[src/rtl/scmd_pkg.sv]
package scmd_pkg;

    // Command bit positions; software encodes these, so they are fixed.
    localparam int B_RST_RX    = 2;
    localparam int B_RST_TX    = 3;
    localparam int B_RX_ON     = 4;
    localparam int B_RX_OFF    = 5;
    localparam int B_TX_ON     = 6;
    localparam int B_TX_OFF    = 7;
    localparam int B_STA_CLR   = 8;
    localparam int B_BRK_START = 9;
    localparam int B_BRK_STOP  = 10;
    localparam int B_TO_ARM    = 11;
    localparam int B_TO_NOW    = 15;
    localparam int B_DTR_LOW   = 16;
    localparam int B_DTR_HIGH  = 17;
    localparam int B_RTS_ON    = 18;
    localparam int B_RTS_OFF   = 19;
    localparam int TOP_BIT     = B_RTS_OFF;

    // Index of each stored level
    typedef enum int {
        LV_TX  = 0,
        LV_RX  = 1,
        LV_RTS = 2,
        LV_DTR = 3
    } level_e;
    localparam int LV_N = 4;

    typedef struct packed {
        logic rst_rx;
        logic rst_tx;
        logic rx_on;
        logic rx_off;
        logic tx_on;
        logic tx_off;
        logic sta_clr;
        logic brk_start;
        logic brk_stop;
        logic to_arm;
        logic to_now;
        logic dtr_low;
        logic dtr_high;
        logic rts_on;
        logic rts_off;
    } cmd_t;

    typedef struct packed {
        logic tx_rst;
        logic rx_rst;
        logic sta_clr;
        logic brk_start;
        logic brk_stop;
        logic to_arm;
        logic to_restart;
    } pulse_t;
    localparam int PULSE_W = $bits(pulse_t);

    function automatic cmd_t decode_cmd(input logic [TOP_BIT:0] w, input logic wr);
        cmd_t c;
        c.rst_rx    = wr & w[B_RST_RX];
        c.rst_tx    = wr & w[B_RST_TX];
        c.rx_on     = wr & w[B_RX_ON];
        c.rx_off    = wr & w[B_RX_OFF];
        c.tx_on     = wr & w[B_TX_ON];
        c.tx_off    = wr & w[B_TX_OFF];
        c.sta_clr   = wr & w[B_STA_CLR];
        c.brk_start = wr & w[B_BRK_START];
        c.brk_stop  = wr & w[B_BRK_STOP];
        c.to_arm    = wr & w[B_TO_ARM];
        c.to_now    = wr & w[B_TO_NOW];
        c.dtr_low   = wr & w[B_DTR_LOW];
        c.dtr_high  = wr & w[B_DTR_HIGH];
        c.rts_on    = wr & w[B_RTS_ON];
        c.rts_off   = wr & w[B_RTS_OFF];
        return c;
    endfunction

    // Reset value of each stored level: enables low, modem pins high
    function automatic logic level_init(input int idx);
        return (idx == LV_RTS) || (idx == LV_DTR);
    endfunction

endpackage

[src/rtl/scmd_level_latch.sv]
module scmd_level_latch #(
    parameter logic INIT = 1'b0
) (
    input  logic clk,
    input  logic rst,
    input  logic set_i,
    input  logic clr_i,
    output logic q_o
);

    always_ff @(posedge clk) begin
        if (rst)        q_o <= INIT;
        else if (clr_i) q_o <= 1'b0;
        else if (set_i) q_o <= 1'b1;
    end

    // The low-going request has priority (disable-over-enable, R2 R3 R5 R6 R7)
    assert_clr_wins_R2: assert property (@(posedge clk) disable iff (rst)
        clr_i |=> !q_o);
    assert_set_takes_R3: assert property (@(posedge clk) disable iff (rst)
        (set_i && !clr_i) |=> q_o);
    assert_hold_R4: assert property (@(posedge clk) disable iff (rst)
        (!set_i && !clr_i) |=> $stable(q_o));

endmodule

[src/rtl/scmd_strobe_reg.sv]
module scmd_strobe_reg #(
    parameter int W = 7
) (
    input  logic         clk,
    input  logic         rst,
    input  logic [W-1:0] d_i,
    output logic [W-1:0] q_o
);

    always_ff @(posedge clk) begin
        if (rst) q_o <= '0;
        else     q_o <= d_i;
    end

    assert_follow_R12: assert property (@(posedge clk) disable iff (rst)
        1'b1 |=> (q_o == $past(d_i)));

endmodule

[src/rtl/scmd_decoder.sv]
module scmd_decoder
    import scmd_pkg::*;
#(
    parameter int DATA_W  = 32,
    parameter int MODE_W  = 4,
    parameter int HS_MODE = 2
) (
    input  logic              clk,
    input  logic              rst,
    input  logic              wr_en_i,
    input  logic [DATA_W-1:0] wr_data_i,
    input  logic [MODE_W-1:0] mode_i,
    output logic              tx_en_o,
    output logic              rx_en_o,
    output logic              rts_o,
    output logic              dtr_o,
    output logic              tx_rst_o,
    output logic              rx_rst_o,
    output logic              sta_clr_o,
    output logic              brk_start_o,
    output logic              brk_stop_o,
    output logic              to_arm_o,
    output logic              to_restart_o
);

    localparam logic [MODE_W-1:0] HS_VAL = MODE_W'(HS_MODE);

    cmd_t   cmd;
    pulse_t pulse_d;
    pulse_t pulse_q;
    logic   hs_mode;

    logic [LV_N-1:0] lv_set;
    logic [LV_N-1:0] lv_clr;
    logic [LV_N-1:0] lv_q;

    assign cmd     = decode_cmd(wr_data_i[TOP_BIT:0], wr_en_i);
    assign hs_mode = (mode_i == HS_VAL);

    // Per-level set/clear requests; clear has priority inside the latch
    always_comb begin
        lv_set[LV_TX]  = cmd.tx_on;
        lv_clr[LV_TX]  = cmd.tx_off | cmd.rst_tx;
        lv_set[LV_RX]  = cmd.rx_on;
        lv_clr[LV_RX]  = cmd.rx_off | cmd.rst_rx;
        lv_set[LV_DTR] = cmd.dtr_high;
        lv_clr[LV_DTR] = cmd.dtr_low & ~cmd.dtr_high;
        if (hs_mode) begin
            lv_set[LV_RTS] = cmd.rts_on;
            lv_clr[LV_RTS] = cmd.rts_off;
        end else begin
            lv_set[LV_RTS] = cmd.rts_off;
            lv_clr[LV_RTS] = cmd.rts_on & ~cmd.rts_off;
        end
    end

    for (genvar i = 0; i < LV_N; i++) begin : g_level
        scmd_level_latch #(
            .INIT (level_init(i))
        ) u_lv (
            .clk   (clk),
            .rst   (rst),
            .set_i (lv_set[i]),
            .clr_i (lv_clr[i]),
            .q_o   (lv_q[i])
        );
    end

    always_comb begin
        pulse_d.tx_rst     = cmd.rst_tx;
        pulse_d.rx_rst     = cmd.rst_rx;
        pulse_d.sta_clr    = cmd.sta_clr;
        pulse_d.brk_start  = cmd.brk_start;
        pulse_d.brk_stop   = cmd.brk_stop;
        pulse_d.to_arm     = cmd.to_arm;
        pulse_d.to_restart = cmd.to_now;
    end

    scmd_strobe_reg #(
        .W (PULSE_W)
    ) u_strobe (
        .clk (clk),
        .rst (rst),
        .d_i (pulse_d),
        .q_o (pulse_q)
    );

    assign tx_en_o      = lv_q[LV_TX];
    assign rx_en_o      = lv_q[LV_RX];
    assign rts_o        = lv_q[LV_RTS];
    assign dtr_o        = lv_q[LV_DTR];
    assign tx_rst_o     = pulse_q.tx_rst;
    assign rx_rst_o     = pulse_q.rx_rst;
    assign sta_clr_o    = pulse_q.sta_clr;
    assign brk_start_o  = pulse_q.brk_start;
    assign brk_stop_o   = pulse_q.brk_stop;
    assign to_arm_o     = pulse_q.to_arm;
    assign to_restart_o = pulse_q.to_restart;

    assert_idle_quiet_R12: assert property (@(posedge clk) disable iff (rst)
        !wr_en_i |=> !(tx_rst_o | rx_rst_o | sta_clr_o | brk_start_o |
                       brk_stop_o | to_arm_o | to_restart_o));
    assert_idle_hold_R4: assert property (@(posedge clk) disable iff (rst)
        !wr_en_i |=> ($stable(tx_en_o) && $stable(rx_en_o) &&
                      $stable(rts_o) && $stable(dtr_o)));
    assert_rts_hs_off_R5: assert property (@(posedge clk) disable iff (rst)
        (wr_en_i && mode_i == HS_VAL && wr_data_i[B_RTS_OFF]) |=> !rts_o);
    assert_rts_norm_off_R6: assert property (@(posedge clk) disable iff (rst)
        (wr_en_i && mode_i != HS_VAL && wr_data_i[B_RTS_OFF]) |=> rts_o);
    assert_dtr_high_R7: assert property (@(posedge clk) disable iff (rst)
        (wr_en_i && wr_data_i[B_DTR_HIGH]) |=> dtr_o);
    assert_tx_reset_R8: assert property (@(posedge clk) disable iff (rst)
        (wr_en_i && wr_data_i[B_RST_TX]) |=> (tx_rst_o && !tx_en_o));
    assert_rx_reset_R8: assert property (@(posedge clk) disable iff (rst)
        (wr_en_i && wr_data_i[B_RST_RX]) |=> (rx_rst_o && !rx_en_o));

endmodule

[config.mk]
export PLATFORM = sky130hd
export DESIGN_NAME = scmd_decoder
export DESIGN_NICKNAME = d
export VERILOG_FILES = /design/src/rtl/scmd_pkg.sv /design/src/rtl/scmd_level_latch.sv /design/src/rtl/scmd_strobe_reg.sv /design/src/rtl/scmd_decoder.sv
export SDC_FILE = /design/constraint.sdc
export NUM_CORES = 1
export LEC_CHECK = 0
export ABC_AREA = 1
export BUFFER_PORTS_ARGS = -buffer_cell sky130_fd_sc_hd__buf_2
export CAP_MARGIN = 10
export CORE_MARGIN = 4
export CORE_UTILIZATION = 32
export DETAILED_ROUTE_END_ITERATION = 7
export PLACE_DENSITY = 0.73
export SYNTH_ARGS = -nofsm -noshare
export SYNTH_HDL_FRONTEND = slang
export SYNTH_HIERARCHICAL = 1
export SYNTH_SLANG_ARGS = --single-unit
[constraint.sdc]
create_clock -name clk -period 0.9 [get_ports clk]
set_input_delay 0.09 -clock clk [delete_from_list [all_inputs] [get_ports clk]]
set_output_delay 0.09 -clock clk [all_outputs]
set_load 0.02 [all_outputs]
==> results of run 1 <==
## kinds of logic after synthesis
kind of cell           after synthesis
buffers and inverters               29
DFF                                 11
and+or+nand+nor                     43
AOI/OAI and AO/OA                    2
## final timing paths
| path | end | cells after the start | start |
|---|---|---|---|
| max reg2reg | g_level[2].u_lv/q_o$_SDFFE_PP1P_ | 2 | g_level[2].u_lv/q_o$_SDFFE_PP1P_ |
| min | u_strobe/q_o[4]$_SDFF_PP0_ | 5 | wr_data_i[8] |
| max | rts_o | 1 | g_level[2].u_lv/q_o$_SDFFE_PP1P_ |
| min reg2reg | g_level[3].u_lv/q_o$_SDFFE_PP1P_ | 2 | g_level[3].u_lv/q_o$_SDFFE_PP1P_ |
## metal layers
layer,share of wire,up-vias,wire (um),GRT usage
li1,-,303,-,-
met3,0.11,2,120,0.0226
met1,0.39,220,418,0.0863
met2,0.48,22,515,0.166
met5,0,-,0,0
met4,0.018,0,19,0.0645
## sequential cells by signal (all words and copies together) (netlist names)
register          count
g_level.u_lv/q_o      4
u_strobe/q_o          7
## power by group through the flow
stage                     logic [W]  registers (W)  clock network [W]
after floorplan           0.0000771       0.000554                  0
after global placement     0.000183       0.000525                  0
after detailed placement   0.000188       0.000526                  0
after CTS                  0.000189       0.000514           0.000350
after global routing       0.000208       0.000517           0.000377
final                      0.000186       0.000514           0.000325
## per-stage QoR
step                      instance area [um^2]  total power (W)  hold WS, ns
final                                      713          0.00103        0.110
after global routing                       713          0.00110        0.113
after CTS                                  713          0.00105       0.0998
after detailed placement                   687         0.000714        0.380
after global placement                     687         0.000708        0.368
after floorplan                            510         0.000632        0.161
## placed cells by master (no fill, tap or decap)
cell	instances
nor2_1	15
dfxtp_1	11
buf_4	1
clkbuf_4	3
nand3_1	2
clkbuf_1	1
buf_2	32
inv_1	26
nand2_1	26
inv_2	2
o21ai_1	2
## layout make-up
| cell class | instances | area share |
|---|---|---|
| well taps | 16 | 0.0281 |
| repair buffers | 33 | 0.235 |
| flip-flops and latches | 11 | 0.309 |
| multi-input cells | 45 | 0.244 |
| inverters | 28 | 0.147 |
| clock buffers | 4 | 0.0368 |
==> out/summary.txt, run 1 <==
Synth top area share = 0.431
Vias in the first global route = 391
Total Routing Usage GR = 0.0907
Pleak = 0.495 nW
Root buffer cell = clkbuf_4
CTS Buf Count = 3
Switching Power = 0.000267 W
Largest net degree at the start of global routing = 12
Seq/Total Area, Yosys = 0.431
Max Fclk = 1190 MHz
Initial Util = 0.339
# nets final = 161
Worst path slowest cell = dfxtp_1
Die width = 47.9 um
EDFF count, synth = 0
Async set-reset flop share out of synthesis = 0
Setup_tns = 0 ns
Post-synthesis cell type count = 8
Commonest cells in the synthesized netlist = inv_1, nand2_1, nor2_1, dfxtp_1
Die height = 47.9 um
Hold_buf cts = 0
FILL cells = 173
Wirelength per Cell = 7.84 um
Max-cap viol count = 0
Cell count after synthesis = 85
Syn avg cell area = 6.01 um^2
Synthesis-to-finish area growth = 39.7%
P_int = 0.000759 W
Worst hold-check path type = in -> reg
Initial antenna violation count = 0
Post-synthesis mux area share = 0
R2R Setup Slk = 0.30 ns
Antenna Nets Post-Route = 0
Layout cell share with drive strength beyond 1 = 0.314
Startpoint Class = register
Simple-Gate Fraction of Synth Area = 0.321
Finished Core Util = 0.473
Synth area leader = dfxtp_1
FP Rows = 14
Post-synthesis xor/xnor area fraction = 0
Via count = 547
Post-route minimum period = 0.844 ns
Slew @ Worst Pin = 0.184 ns
Dominant synthesized flop cell = dfxtp_1
Adder-Cell Fraction of Synth Area = 0
Worst-Skew Late Latency = 0.26 ns
Hold Fails Final Rpt = 0
Global-route wire length before repair = 1400 um
Data required, critical path = 0.81 ns
Core area = 1510 um^2
Final worst slack = 0.0564 ns
Die ar. = 2300 um^2
Post-Layout Cell Count = 137
Period Utilization, post-route = 0.937
Area of the multi-input gates = 174 um^2
CTS tree = built
Detailed Place HPWL = 868 um
DRT Pass-1 Iters = 4
VDD IR max = 712 uV
Vias per cell = 3.99
Comb power frac = 0.181
Largest family of logic cells by synthesized area = simple AND/OR/NAND/NOR gates
Post-Route WL = 1070 um
P per Cell Area = 1440 nW/um^2
Slew headroom = 0.877
Synth area leaders = dfxtp_1, inv_1, nand2_1
Max-slew violations = 0
Crit path cell chain = buf_2
Warnings, synthesis = 6
Post-Syn Area = 510 um^2
CP max stage delay = 0.33 ns
Crit path buf inv count = 1
Status = completed
CTS-repair resized insts = 0
Critical path class = reg -> out
Final Skew = 0 ns
Placer Congestion = 0.568
Grt ovf = 0
I/O Pins = 50
Htree depth = 1
Inst Count DP = 133
Compound-Gate Fraction of Synth Area = 0.0196
Arr. time, crit path = 0.75 ns
RSZ-0062 raised after global routing = no
Worst slack, placed = 0.0285 ns
Worst path top cell family by delay = flip-flops
Register area = 220 um^2
Worst-path fanout max = 2
CP Capture Type = primary output
#FFs+latches synth = 11
Final setup vio count = 0
Port buffer count = 32
Clock-pin slew on the worst setup and hold paths = 0.07 ns
Clk buf depth = 2
Synth Net Count = 124
CTS Sinks = 11
N_diodes = 0
Post-route DRC = 0
Sequential share of power = 0.502
Drt initial violations = 5
Clock group share of total power = 0.317
Buffer count from post-CTS setup fixing = 0
Sw Share = 0.260
(Power assumes the default switching activity.)
==> run 2, diff against run 1 <==
--- a/config.mk
+++ b/config.mk
@@ -8,7 +8,6 @@
 export ABC_AREA = 1
 export BUFFER_PORTS_ARGS = -buffer_cell sky130_fd_sc_hd__buf_2
 export CAP_MARGIN = 10
-export CORE_MARGIN = 4
 export CORE_UTILIZATION = 32
 export DETAILED_ROUTE_END_ITERATION = 7
 export PLACE_DENSITY = 0.73
==> out/summary.txt, run 2 (synthesized netlist as in run 1, its figures left out) <==
Status = completed
DRT Pass-1 Iters = 2 (-2)
Largest net degree at the start of global routing = 12 (unchanged)
Worst slack, placed = 0.0509 ns (+0.0223 ns)
Slew headroom = 0.876 (about the same)
Htree depth = 1 (unchanged)
Layout cell share with drive strength beyond 1 = 0.314 (unchanged)
Post-route DRC = 0 (unchanged)
# nets final = 161 (unchanged)
Vias per cell = 3.88 (-2.7%)
Clock-pin slew on the worst setup and hold paths = 0.07 ns (about the same)
Max Fclk = 1180 MHz (-0.26%)
CTS-repair resized insts = 0 (unchanged)
Slew @ Worst Pin = 0.185 ns (+0.000338 ns)
Area of the multi-input gates = 174 um^2 (unchanged)
N_diodes = 0 (unchanged)
Critical path class = reg -> out
Wirelength per Cell = 6.91 um (-12%)
Buffer count from post-CTS setup fixing = 0 (unchanged)
Most common cell after layout, fill and taps aside = buf_2
Synthesis-to-finish area growth = 39.7% (unchanged)
Grt ovf = 0 (unchanged)
Detailed Place HPWL = 773 um (-11%)
RSZ-0062 raised after global routing = no
Crit path buf inv count = 1 (unchanged)
Arr. time, crit path = 0.76 ns (about the same)
Period Utilization, post-route = 0.940 (+0.00249)
Port buffer count = 32 (unchanged)
Largest Register = u_strobe/q_o
Critical Path Source = g_level[0].u_lv/q_o$_SDFFE_PP0P_
VDD IR max = 584 uV (-18%)
Initial antenna violation count = 0 (unchanged)
Final worst slack = 0.0542 ns (-0.00224 ns)
Setup_tns = 0 ns (unchanged)
Clk buf depth = 2 (unchanged)
Hold Crit Depth = 5 (unchanged)
Die ar. = 1760 um^2 (-23%)
CP endpoint = tx_en_o
CTS Buf Count = 3 (unchanged)
Number of cells on the worst reg-to-reg path = 2 (unchanged)
Startpoint Class = register
Die height = 41.9 um (-13%)
Power Total = 0.00102 W (-0.73%)
Pleak = 0.495 nW (unchanged)
Register area = 220 um^2 (unchanged)
Crit path cell chain = buf_2
Die width = 41.9 um (-13%)
Drt initial violations = 4 (-1)
Global-route wire length before repair = 1690 um (+21%)
Worst hold-check path type = in -> reg
Largest regs = u_strobe/q_o: 7 flops, g_level.u_lv/q_o: 4 flops
Hold Fails Final Rpt = 0 (unchanged)
Worst-path fanout max = 2 (unchanged)
Worst r2r src = g_level[3].u_lv/q_o$_SDFFE_PP1P_
FILL cells = 168 (-2.9%)
Post-Route WL = 946 um (-12%)
Root buffer cell = clkbuf_4
Most frequent cells in the layout = buf_2, nand2_1, inv_1
Worst path slowest cell = dfxtp_1
CP Capture Type = primary output
Hold WS = 0.117 ns (+0.00669 ns)
Worst-Skew Late Latency = 0.26 ns (about the same)
R2R Setup Slk = 0.31 ns (about the same)
Post-route minimum period = 0.846 ns (+0.00224 ns)
Inst Count DP = 133 (unchanged)
Worst path top cell family by delay = flip-flops
Max-slew violations = 0 (unchanged)
CTS tree = built
Via count = 532 (-2.7%)
Data required, critical path = 0.81 ns (about the same)
Initial Util = 0.339 (unchanged)
Antenna Nets Post-Route = 0 (unchanged)
Total Routing Usage GR = 0.127 (+0.0361)
Final Skew = 0 ns (unchanged)
Hold_buf cts = 0 (unchanged)
Vias in the first global route = 452 (+16%)
I/O Pins = 50 (unchanged)
CTS Sinks = 11 (unchanged)
FF-to-FF End = g_level[3].u_lv/q_o$_SDFFE_PP1P_
FP Rows = 14 (unchanged)
Placer Congestion = 0.631 (+11%)
Max reg flops = 7 (unchanged)
Post-Layout Cell Count = 137 (unchanged)
P per Cell Area = 1430 nW/um^2 (-0.73%)
CP max stage delay = 0.34 ns (about the same)
Max-cap viol count = 0 (unchanged)
Core area = 1510 um^2 (unchanged)
Final setup vio count = 0 (unchanged)
Stages on worst setup path = 1 (unchanged)
[run 2: worst min path at each step]
stage          slack [ns]                    endpoint    startpoint
2_1_floorplan        0.16  u_strobe/q_o[5]$_SDFF_PP0_           rst
3_3_place_gp         0.37  u_strobe/q_o[3]$_SDFF_PP0_  wr_data_i[9]
3_5_place_dp         0.38  u_strobe/q_o[4]$_SDFF_PP0_  wr_data_i[8]
4_1_cts              0.11  u_strobe/q_o[4]$_SDFF_PP0_  wr_data_i[8]
5_1_grt              0.12  u_strobe/q_o[4]$_SDFF_PP0_  wr_data_i[8]
6_report             0.12  u_strobe/q_o[3]$_SDFF_PP0_  wr_data_i[9]
[run 2: power by group]
group	switching (W)	total, W	internal [W]
sequential	0.00000651	0.000515	0.000508
combinational	0.000105	0.000185	0.0000796
clock	0.000147	0.000318	0.000171
total	0.000259	0.00102	0.000759
[run 2: layer usage]
layer,global-route usage,vias up,wire [um]
li1,-,303,-
met1,0.144,207,411
met2,0.216,22,466
met3,0.0261,0,69
met4,0.0774,0,0
met5,0,-,0
[run 2: cell type report]
| class | instances | area share |
|---|---|---|
| flip-flops and latches | 11 | 0.309 |
| multi-input cells | 45 | 0.244 |
| repair buffers | 33 | 0.235 |
| inverters | 28 | 0.147 |
| clock buffers | 4 | 0.0368 |
| well taps | 16 | 0.0281 |
[run 2: per-stage QoR]
stage,instance area (um^2),utilization
after floorplan,510,-
after global placement,687,0.456
after detailed placement,687,0.456
after CTS,713,0.473
after global routing,713,0.473
final,713,0.473
==> run 3, diff against run 2 <==
--- a/config.mk
+++ b/config.mk
@@ -6,11 +6,10 @@
 export NUM_CORES = 1
 export LEC_CHECK = 0
 export ABC_AREA = 1
-export BUFFER_PORTS_ARGS = -buffer_cell sky130_fd_sc_hd__buf_2
 export CAP_MARGIN = 10
 export CORE_UTILIZATION = 32
 export DETAILED_ROUTE_END_ITERATION = 7
-export PLACE_DENSITY = 0.73
+export DONT_BUFFER_PORTS = 1
 export SYNTH_ARGS = -nofsm -noshare
 export SYNTH_HDL_FRONTEND = slang
 export SYNTH_HIERARCHICAL = 1
==> out/summary.txt, run 3 (synthesized netlist as in run 1, its figures left out) <==
Status = completed
Period Utilization, post-route = 0.918 (-0.0221)
Max Fclk = 1210 MHz (+2.4%)
Global-route wire length before repair = 1610 um (-4.5%)
Port buffer count = 0 (-100%)
Root buffer cell = clkbuf_4
Crit path cell chain = buf_4
Buffer count from post-CTS setup fixing = 0 (unchanged)
Slew headroom = 0.750 (-0.127)
Critical Path Source = g_level[1].u_lv/q_o$_SDFFE_PP0P_
Pleak = 0.398 nW (-20%)
Clock-pin slew on the worst setup and hold paths = 0.07 ns (about the same)
Vias in the first global route = 427 (-5.5%)
Largest Register = u_strobe/q_o
Largest regs = u_strobe/q_o: 7 flops, g_level.u_lv/q_o: 4 flops
Met3 wire length = 80 um (+16%)
Cell area after layout = 613 um^2 (-14%)
DR WL met2 = 433 um (-7.1%)
Max layer used = met4
Detailed Place HPWL = 693 um (-10%)
Most frequent cells in the layout = nand2_1, inv_1, nor2_1
Arr. time, crit path = 0.74 ns (-0.02 ns)
Max reg flops = 7 (unchanged)
Final setup vio count = 0 (unchanged)
Antenna Nets Post-Route = 0 (unchanged)
RSZ-0062 raised after global routing = no
Slew @ Worst Pin = 0.375 ns (+0.190 ns)
CTS tree = built
Via count = 461 (-13%)
Max-cap viol count = 0 (unchanged)
Die height = 41.9 um (unchanged)
Worst slack, placed = 0.138 ns (+0.0868 ns)
Worst-path fanout max = 2 (unchanged)
Post-route minimum period = 0.826 ns (-0.0199 ns)
Stages on worst setup path = 1 (unchanged)
Critical path class = reg -> out
Worst hold-check path type = in -> reg
Final worst slack = 0.0741 ns (+0.0199 ns)
Max-slew violations = 0 (unchanged)
CP max stage delay = 0.34 ns (about the same)
DRT Pass-1 Iters = 1 (-1)
Post-Route WL = 977 um (+3.3%)
Worst path slowest cell = dfxtp_1
Layout cell share with drive strength beyond 1 = 0.0737 (-0.240)
Hold path start = wr_data_i[8]
VDD IR max = 792 uV (+35%)
FP Rows = 14 (unchanged)
CTS Sinks = 11 (unchanged)
Power Total = 0.000986 W (-3.1%)
Grt ovf = 0 (unchanged)
Post-route DRC = 0 (unchanged)
P per Cell Area = 1610 nW/um^2 (+13%)
Synthesis-to-finish area growth = 20.1%
Wirelength per Cell = 8.80 um (+27%)
Worst path top cell family by delay = flip-flops
FF-to-FF End = g_level[2].u_lv/q_o$_SDFFE_PP1P_
I/O Pins = 50 (unchanged)
FILL cells = 179 (+6.5%)
Worst r2r src = g_level[2].u_lv/q_o$_SDFFE_PP1P_
Initial antenna violation count = 0 (unchanged)
Data required, critical path = 0.81 ns (about the same)
Largest net degree at the start of global routing = 13 (+1)
# nets final = 135 (-16%)
Die ar. = 1760 um^2 (unchanged)
Drt initial violations = 0 (-4)
Hold Fails Final Rpt = 0 (unchanged)
Placer Congestion = 0.654 (+3.7%)
Clk buf depth = 2 (unchanged)
Final Skew = 0 ns (unchanged)
Number of cells on the worst reg-to-reg path = 2 (unchanged)
CP endpoint = rx_en_o
Placed Instance Area = 534 um^2 (-22%)
N_diodes = 0 (unchanged)
CP Capture Type = primary output
Startpoint Class = register
Die width = 41.9 um (unchanged)
Htree depth = 1 (unchanged)
Worst-Skew Late Latency = 0.26 ns (about the same)
Total Routing Usage GR = 0.119 (-0.00772)
Vias per cell = 4.15 (+7.0%)
WL met1 = 458 um (+11%)
Setup_tns = 0 ns (unchanged)
Core area = 1510 um^2 (unchanged)
R2R Setup Slk = 0.21 ns (-0.10 ns)
Initial Util = 0.339 (unchanged)
CTS Buf Count = 3 (unchanged)
Crit path buf inv count = 1 (unchanged)
run 3: changes by cell type in the layout (fill, tap and decap cells not counted), sizes merged:
cell,change
buf,-31
dlygate4sd3,+4
dlymetal6s4s,+1
run 3: layout make-up:
cell class,instances,area [um^2],share of cell area
Timing Repair Buffer,7,67.6,0.110
Sequential cell,11,220,0.359
Multi-Input combinational cell,45,174,0.284
Tap cell,16,20.0,0.0327
Clock buffer,4,26.3,0.0429
Inverter,28,105,0.171
run 3: repair_timing:
item / 4_1_cts / 5_1_grt
hold buffers: 5 / 0
hold endpoints to repair: 11 / 0
setup endpoints to repair: 0 / 2
resized for setup: 0 / 1
run 3: routing by layer:
layer  vias up  track usage
met4         0       0.0581
met1       184        0.134
met2        24        0.206
met5         -            0
met3         2       0.0304
li1        251            -
run 3: worst min path at each step:
stage	cells past startpoint	slack (ns)	to
floorplan	1	0.16	u_strobe/q_o[5]$_SDFF_PP0_
global placement	1	0.16	u_strobe/q_o[2]$_SDFF_PP0_
detailed placement	1	0.16	u_strobe/q_o[3]$_SDFF_PP0_
CTS	4	0.004	u_strobe/q_o[1]$_SDFF_PP0_
global route	4	0.01	u_strobe/q_o[1]$_SDFF_PP0_
finish	4	0.01	u_strobe/q_o[4]$_SDFF_PP0_
run 3: power breakdown:
| group | internal, W | total, W | switching, W |
|---|---|---|---|
| sequential | 0.000508 | 0.000540 | 0.0000314 |
| clock | 0.000171 | 0.000332 | 0.000161 |
| combinational | 0.0000513 | 0.000114 | 0.0000628 |
| total | 0.000731 | 0.000986 | 0.000255 |
run 3: stage by stage:
| stage | hold WS (ns) | util | instances |
|---|---|---|---|
| final | 0.0107 | 0.407 | 111 |
| after global routing | 0.0120 | 0.407 | 111 |
| after CTS | 0.00359 | 0.405 | 111 |
| after detailed placement | 0.165 | 0.355 | 102 |
| after global placement | 0.163 | 0.355 | 102 |
| after floorplan | 0.161 | - | 85 |
run 3: worst reg2reg max path, delay by kind of cell (launching register included):
family	cells	cell delay, ns
AO/OA/AOI/OAI	1	0.16
flip-flops	1	0.38
AND/OR/NAND/NOR	1	0.05
